### config.mk
export PLATFORM = sky130hd
export DESIGN_NAME = brg_ctl_regs
export DESIGN_NICKNAME = d
export VERILOG_FILES = /design/src/rtl/brg_ctl_pkg.sv /design/src/rtl/brg_lock_fsm.sv /design/src/rtl/brg_wr_reg.sv /design/src/rtl/brg_sticky_bank.sv /design/src/rtl/brg_ctl_regs.sv
export SDC_FILE = /design/constraint.sdc
export NUM_CORES = 1
export LEC_CHECK = 0
export BUFFER_PORTS_ARGS = -buffer_cell sky130_fd_sc_hd__buf_2
export CAP_MARGIN = 10
export CORE_MARGIN = 5
export CORE_UTILIZATION = 43
export DETAILED_ROUTE_END_ITERATION = 12
export GPL_ROUTABILITY_DRIVEN = 0
export GPL_TIMING_DRIVEN = 0
export PLACE_DENSITY_LB_ADDON = 0.12
export SYNTH_ARGS = -nofsm -noshare
export SYNTH_HDL_FRONTEND = slang
export SYNTH_HIERARCHICAL = 1
export SYNTH_SLANG_ARGS = --single-unit
### constraint.sdc
create_clock -name clk -period 1.2 [get_ports clk]
set_input_delay 0.06 -clock clk [delete_from_list [all_inputs] [get_ports clk]]
set_output_delay 0.06 -clock clk [all_outputs]
set_load 0.005 [all_outputs]
### src/rtl/brg_ctl_pkg.sv
package brg_ctl_pkg;

    localparam int DATA_W  = 16;
    localparam int EVT_W   = 8;
    localparam int PERR_W  = 4;
    localparam int ADDR_W  = 2;
    localparam int PERR_LSB = DATA_W - PERR_W;

    localparam int SYS_RST_BIT  = 15;
    localparam int SYS_LOCK_BIT = 14;

    localparam logic [DATA_W-1:0] UNLOCK_KEY = 16'hA05F;

    localparam logic [ADDR_W-1:0] ADR_SYS  = 2'd0;
    localparam logic [ADDR_W-1:0] ADR_EVT  = 2'd1;
    localparam logic [ADDR_W-1:0] ADR_MASK = 2'd2;
    localparam logic [ADDR_W-1:0] ADR_PERR = 2'd3;

    localparam int EV_DMA0   = 0;
    localparam int EV_DMA1   = 1;
    localparam int EV_QPOST  = 2;
    localparam int EV_PARITY = 3;
    localparam int EV_PIN    = 4;
    localparam int EV_WRABT  = 5;
    localparam int EV_RDABT  = 6;
    localparam int EV_MAIL   = 7;

    typedef enum logic {
        ST_LOCKED = 1'b0,
        ST_OPEN   = 1'b1
    } lock_st_e;

endpackage

### src/rtl/brg_lock_fsm.sv
module brg_lock_fsm
    import brg_ctl_pkg::*;
(
    input  logic clk,
    input  logic rst_n,
    input  logic sys_wr,
    input  logic key_hit,
    input  logic relock_req,
    output logic locked,
    output logic sys_load
);

    lock_st_e state_q;
    lock_st_e state_d;

    always_ff @(posedge clk or negedge rst_n) begin
        if (!rst_n) begin
            state_q <= ST_LOCKED;
        end else begin
            state_q <= state_d;
        end
    end

    always_comb begin
        state_d = state_q;
        unique case (state_q)
            ST_LOCKED: begin
                if (sys_wr && key_hit) begin
                    state_d = ST_OPEN;
                end
            end
            ST_OPEN: begin
                if (sys_wr && !key_hit && relock_req) begin
                    state_d = ST_LOCKED;
                end
            end
        endcase
    end

    always_comb begin
        locked   = 1'b1;
        sys_load = 1'b0;
        unique case (state_q)
            ST_LOCKED: begin
                locked   = 1'b1;
                sys_load = 1'b0;
            end
            ST_OPEN: begin
                locked   = 1'b0;
                sys_load = sys_wr && !key_hit;
            end
        endcase
    end

endmodule

### src/rtl/brg_wr_reg.sv
module brg_wr_reg #(
    parameter int W = 8
) (
    input  logic         clk,
    input  logic         rst_n,
    input  logic         load,
    input  logic [W-1:0] d,
    output logic [W-1:0] q
);

    always_ff @(posedge clk or negedge rst_n) begin
        if (!rst_n) begin
            q <= '0;
        end else if (load) begin
            q <= d;
        end
    end

endmodule

### src/rtl/brg_sticky_bank.sv
module brg_sticky_bank #(
    parameter int W          = 8,
    parameter bit CLR_ON_ONE = 1'b0
) (
    input  logic         clk,
    input  logic         rst_n,
    input  logic         wr_en,
    input  logic [W-1:0] wdata,
    input  logic [W-1:0] evt,
    output logic [W-1:0] q
);

    logic [W-1:0] clr;

    for (genvar i = 0; i < W; i++) begin : g_bit
        if (CLR_ON_ONE) begin : g_w1c
            assign clr[i] = wr_en && wdata[i];
        end else begin : g_w0c
            assign clr[i] = wr_en && !wdata[i];
        end

        always_ff @(posedge clk or negedge rst_n) begin
            if (!rst_n) begin
                q[i] <= 1'b0;
            end else if (evt[i]) begin
                q[i] <= 1'b1;
            end else if (clr[i]) begin
                q[i] <= 1'b0;
            end
        end
    end

endmodule

### src/rtl/brg_ctl_regs.sv
module brg_ctl_regs
    import brg_ctl_pkg::*;
(
    input  logic              clk,
    input  logic              rst_n,
    input  logic              reg_wr,
    input  logic [ADDR_W-1:0] reg_addr,
    input  logic [DATA_W-1:0] reg_wdata,
    output logic [DATA_W-1:0] reg_rdata,
    input  logic [EVT_W-1:0]  lb_evt,
    input  logic [PERR_W-1:0] pci_evt,
    output logic              bus_rst_n,
    output logic              irq
);

    logic              sys_wr;
    logic              key_hit;
    logic              locked_w;
    logic              sys_load;
    logic              wr_ok;
    logic              rst_bit_q;
    logic [EVT_W-1:0]  mask_q;
    logic [EVT_W-1:0]  evt_q;
    logic [PERR_W-1:0] perr_q;

    assign sys_wr  = reg_wr && (reg_addr == ADR_SYS);
    assign key_hit = (reg_wdata == UNLOCK_KEY);
    assign wr_ok   = reg_wr && !locked_w;

    brg_lock_fsm u_lock (
        .clk        (clk),
        .rst_n      (rst_n),
        .sys_wr     (sys_wr),
        .key_hit    (key_hit),
        .relock_req (reg_wdata[SYS_LOCK_BIT]),
        .locked     (locked_w),
        .sys_load   (sys_load)
    );

    brg_wr_reg #(.W(1)) u_sysrst (
        .clk   (clk),
        .rst_n (rst_n),
        .load  (sys_load),
        .d     (reg_wdata[SYS_RST_BIT]),
        .q     (rst_bit_q)
    );

    brg_wr_reg #(.W(EVT_W)) u_mask (
        .clk   (clk),
        .rst_n (rst_n),
        .load  (wr_ok && (reg_addr == ADR_MASK)),
        .d     (reg_wdata[EVT_W-1:0]),
        .q     (mask_q)
    );

    brg_sticky_bank #(.W(EVT_W), .CLR_ON_ONE(1'b0)) u_evt (
        .clk   (clk),
        .rst_n (rst_n),
        .wr_en (wr_ok && (reg_addr == ADR_EVT)),
        .wdata (reg_wdata[EVT_W-1:0]),
        .evt   (lb_evt),
        .q     (evt_q)
    );

    brg_sticky_bank #(.W(PERR_W), .CLR_ON_ONE(1'b1)) u_perr (
        .clk   (clk),
        .rst_n (rst_n),
        .wr_en (wr_ok && (reg_addr == ADR_PERR)),
        .wdata (reg_wdata[DATA_W-1:PERR_LSB]),
        .evt   (pci_evt),
        .q     (perr_q)
    );

    always_comb begin
        reg_rdata = '0;
        unique case (reg_addr)
            ADR_SYS: begin
                reg_rdata[SYS_RST_BIT]  = rst_bit_q;
                reg_rdata[SYS_LOCK_BIT] = locked_w;
            end
            ADR_EVT:  reg_rdata[EVT_W-1:0] = evt_q;
            ADR_MASK: reg_rdata[EVT_W-1:0] = mask_q;
            ADR_PERR: reg_rdata[DATA_W-1:PERR_LSB] = perr_q;
        endcase
    end

    assign bus_rst_n = rst_bit_q;
    assign irq       = |(evt_q & mask_q);

endmodule

==> results.cfg <==
[detailed_routing]
dr.pass1.iters = 4
drt_wl_total_um = 3360
drt-initial-drc-count = 53
via_count = 1149
drc = 0
drtAntennaViolNets = 0
wl_per_cell_um = 15.3
vias_per_cell = 5.22

[clock_tree]
worstSkewPairLatency_ps = 310
cts_tree = yes
htreeDepth = 1
clkSlewWorstSetupHoldPaths_ps = 130
clk_path_buf_depth = 2
cts_root_buf = clkbuf_4
clock_sinks = 22
cts-buffers-inserted = 3

[cells_and_area]
num-fill-cells = 236
final_core_util_pct = 66.8
drive_gt1_share_pct = 43.9
antenna_cells = 0
area_delta_synth_final_pct = 47.1
fin_area_um2 = 1860
fin_nets = 229

[grt]
grt_first_pass_wirelength_um = 5530
grt_pass1_vias = 1205
antenna_found_initial = 0
overflow = 0
track_usage_pct = 16.6
grt_max_degree = 23

[timing]
setup_ws_ps = -68.1
timing.fmax_mhz = 789
timing_hold_violations_final = 0
min_period_ps = 1270
drv_slew = 0
rsz0062_at_grt = yes
period_share_pct = 106
finClkSkew_ps = 4.84
setup_viol = 10
setup_tns_ps = -655
holdWs_ps = 12.9

[synth]
synth.distinct_cells = 20
yosys-top-cells-area = dfrtp_1 (44%), mux2_4 (11%), a22oi_1 (8.3%)
ys_seq_area_share_pct = 43.6
synth_area_leader_cell = dfrtp_1
synth_area_um2 = 1260
netlist_instances = 113
yosysWarningCount = 6
ys_seq_elements = 22
avgSynthCellArea_um2 = 11.2
yosysTopAreaCellShare_pct = 43.6

[setup_path]
crit_type = register to register
arrival_ps = 1470
crit_start = u_lock/state_q$_DFF_PN0_
cp_max_fo = 8
startpoint_type = register
timing.rr.start = u_lock/state_q$_DFF_PN0_
critPathRequiredTime_ps = 1400
end_kind = register

[status]
status = finished with violations
violations = setup timing

[worst_hold_path]
hold_class = input port to register
hold_start = reg_wdata[5]

[power]
p_leak_nw = 0.853
irDropWorstVdd_mv = 0.593
p_per_area_nw_per_um2 = 781
finalPower_mw = 1.45

[placement]
place_area_um2 = 1540
hpwlAfterDp_um = 2270
port_buffers = 46

[floorplanning]
ios = 51
rows = 19
die-width_um = 64.2
die_y_um = 64.2
dieArea_um2 = 4120
start_util_pct = 45.4
coreArea_um2 = 2780

[job]
maxCapViolCount = 0
-- cell type report --
cell class	instances	area, um^2	share of cell area (%)
Buffer	4	30.0	1.62
Clock buffer	4	36.3	1.95
Tap cell	31	38.8	2.09
Multi-Input combinational cell	84	713	38.4
Inverter	3	11.3	0.606
Sequential cell	22	551	29.6
Timing Repair Buffer	72	477	25.7
-- routing by layer --
metal | vias up | part of all wire, % | track usage (%)
met1 | 562 | 44 | 20.6
met5 | - | 0 | 0
li1 | 544 | - | -
met2 | 41 | 49 | 29.5
met3 | 2 | 6.5 | 3.15
met4 | 0 | 0.39 | 3.82
-- cell usage in the layout (no fill, tap or decap) --
master	instances
clkbuf_8	1
nor2_1	3
nand2b_1	7
and2_4	3
buf_4	10
dlygate4sd3_1	19
clkbuf_4	3
conb_1	4
nand2_1	6
nor2b_4	1
inv_2	1
nand2b_4	1
buf_2	46
a22o_1	1
inv_1	2
a22oi_2	5
or4b_1	2
ha_1	5
a21o_1	12
nand4_1	2
dfrtp_1	22
a22oi_1	9
nor2b_1	8
buf_6	1
nor4_2	1
nand4bb_1	1
ha_2	1
mux2_4	9
and2_1	3
-- sequential cells by signal, summed over array words and instances (netlist names) --
signal,flops
u_evt/q,8
u_sysrst/q,1
u_mask/q,8
u_lock/state_q,1
u_perr/q,4
-- cell usage after synthesis --
| cell | count |
|---|---|
| dfrtp_1 | 22 |
| a22oi_1 | 14 |
| a21o_1 | 12 |
| mux2_4 | 9 |
| nor2b_1 | 9 |
| nand2b_1 | 8 |
| and2_1 | 6 |
| ha_1 | 6 |
| nand2_1 | 6 |
| buf_4 | 4 |
| inv_1 | 3 |
| nor2_1 | 3 |
| clkbuf_1 | 2 |
| nand4_1 | 2 |
| or4b_1 | 2 |
| a22o_1 | 1 |
| buf_6 | 1 |
| conb_1 | 1 |
| nand4bb_1 | 1 |
| nor4_2 | 1 |
-- cells by family (layout without fill, tap and decap cells) --
| family | count (synthesis) | in the layout | share of synthesized area [%] |
|---|---|---|---|
| multiplexers | 9 | 9 | 10.7 |
| buffers and inverters | 10 | 83 | 4.76 |
| AO/OA/AOI/OAI | 27 | 27 | 16.2 |
| AND/OR/NAND/NOR | 38 | 38 | 18.5 |
| other | 1 | 4 | 0.297 |
| adder cells (fa/ha/maj) | 6 | 6 | 5.95 |
| flip-flops | 22 | 22 | 43.6 |
-- worst paths after layout --
path | end | slack (ps) | depth (start not counted)
max in group asynchronous | u_mask/q[2]$_DFFE_PN0P_ | 630 | 2
hold reg to reg | u_perr/q[0]$_DFFE_PN0P_ | 480 | 1
setup / recovery | u_mask/q[5]$_DFFE_PN0P_ | -70 | 4
min in group asynchronous | u_evt/q[1]$_DFFE_PN0P_ | 240 | 2
hold / removal | u_mask/q[5]$_DFFE_PN0P_ | 10 | 2
setup reg to reg | u_mask/q[5]$_DFFE_PN0P_ | -70 | 4
-- timing repair --
item / in CTS / in global routing
buffers inserted: 4 / 3
gates resized for setup: 6 / 9
hold buffers: 18 / 1
endpoints found under the hold margin: 39 / 1
setup endpoints to repair: 26 / 31
pin swaps: 2 / 8
-- power by group --
group          leakage, nW  switching (mW)  internal, mW
sequential           0.243         0.00723         0.748
clock               0.0210           0.229         0.185
combinational        0.589           0.117         0.165
-- stage by stage --
stage          cells  setup slack, ps
6_report         220            -68.1
5_1_grt          220             -129
4_1_cts          217            -83.2
3_5_place_dp     193             -374
3_3_place_gp     193             -367
2_1_floorplan    116             -181
-- worst max-delay path, stage by stage, from the launching register on --
cell	delay (ps)
dfrtp_1	410
inv_2	70
nor2b_4	120
and2_4	250
mux2_4	310
Note: power is estimated with default switching activity, not from simulation.
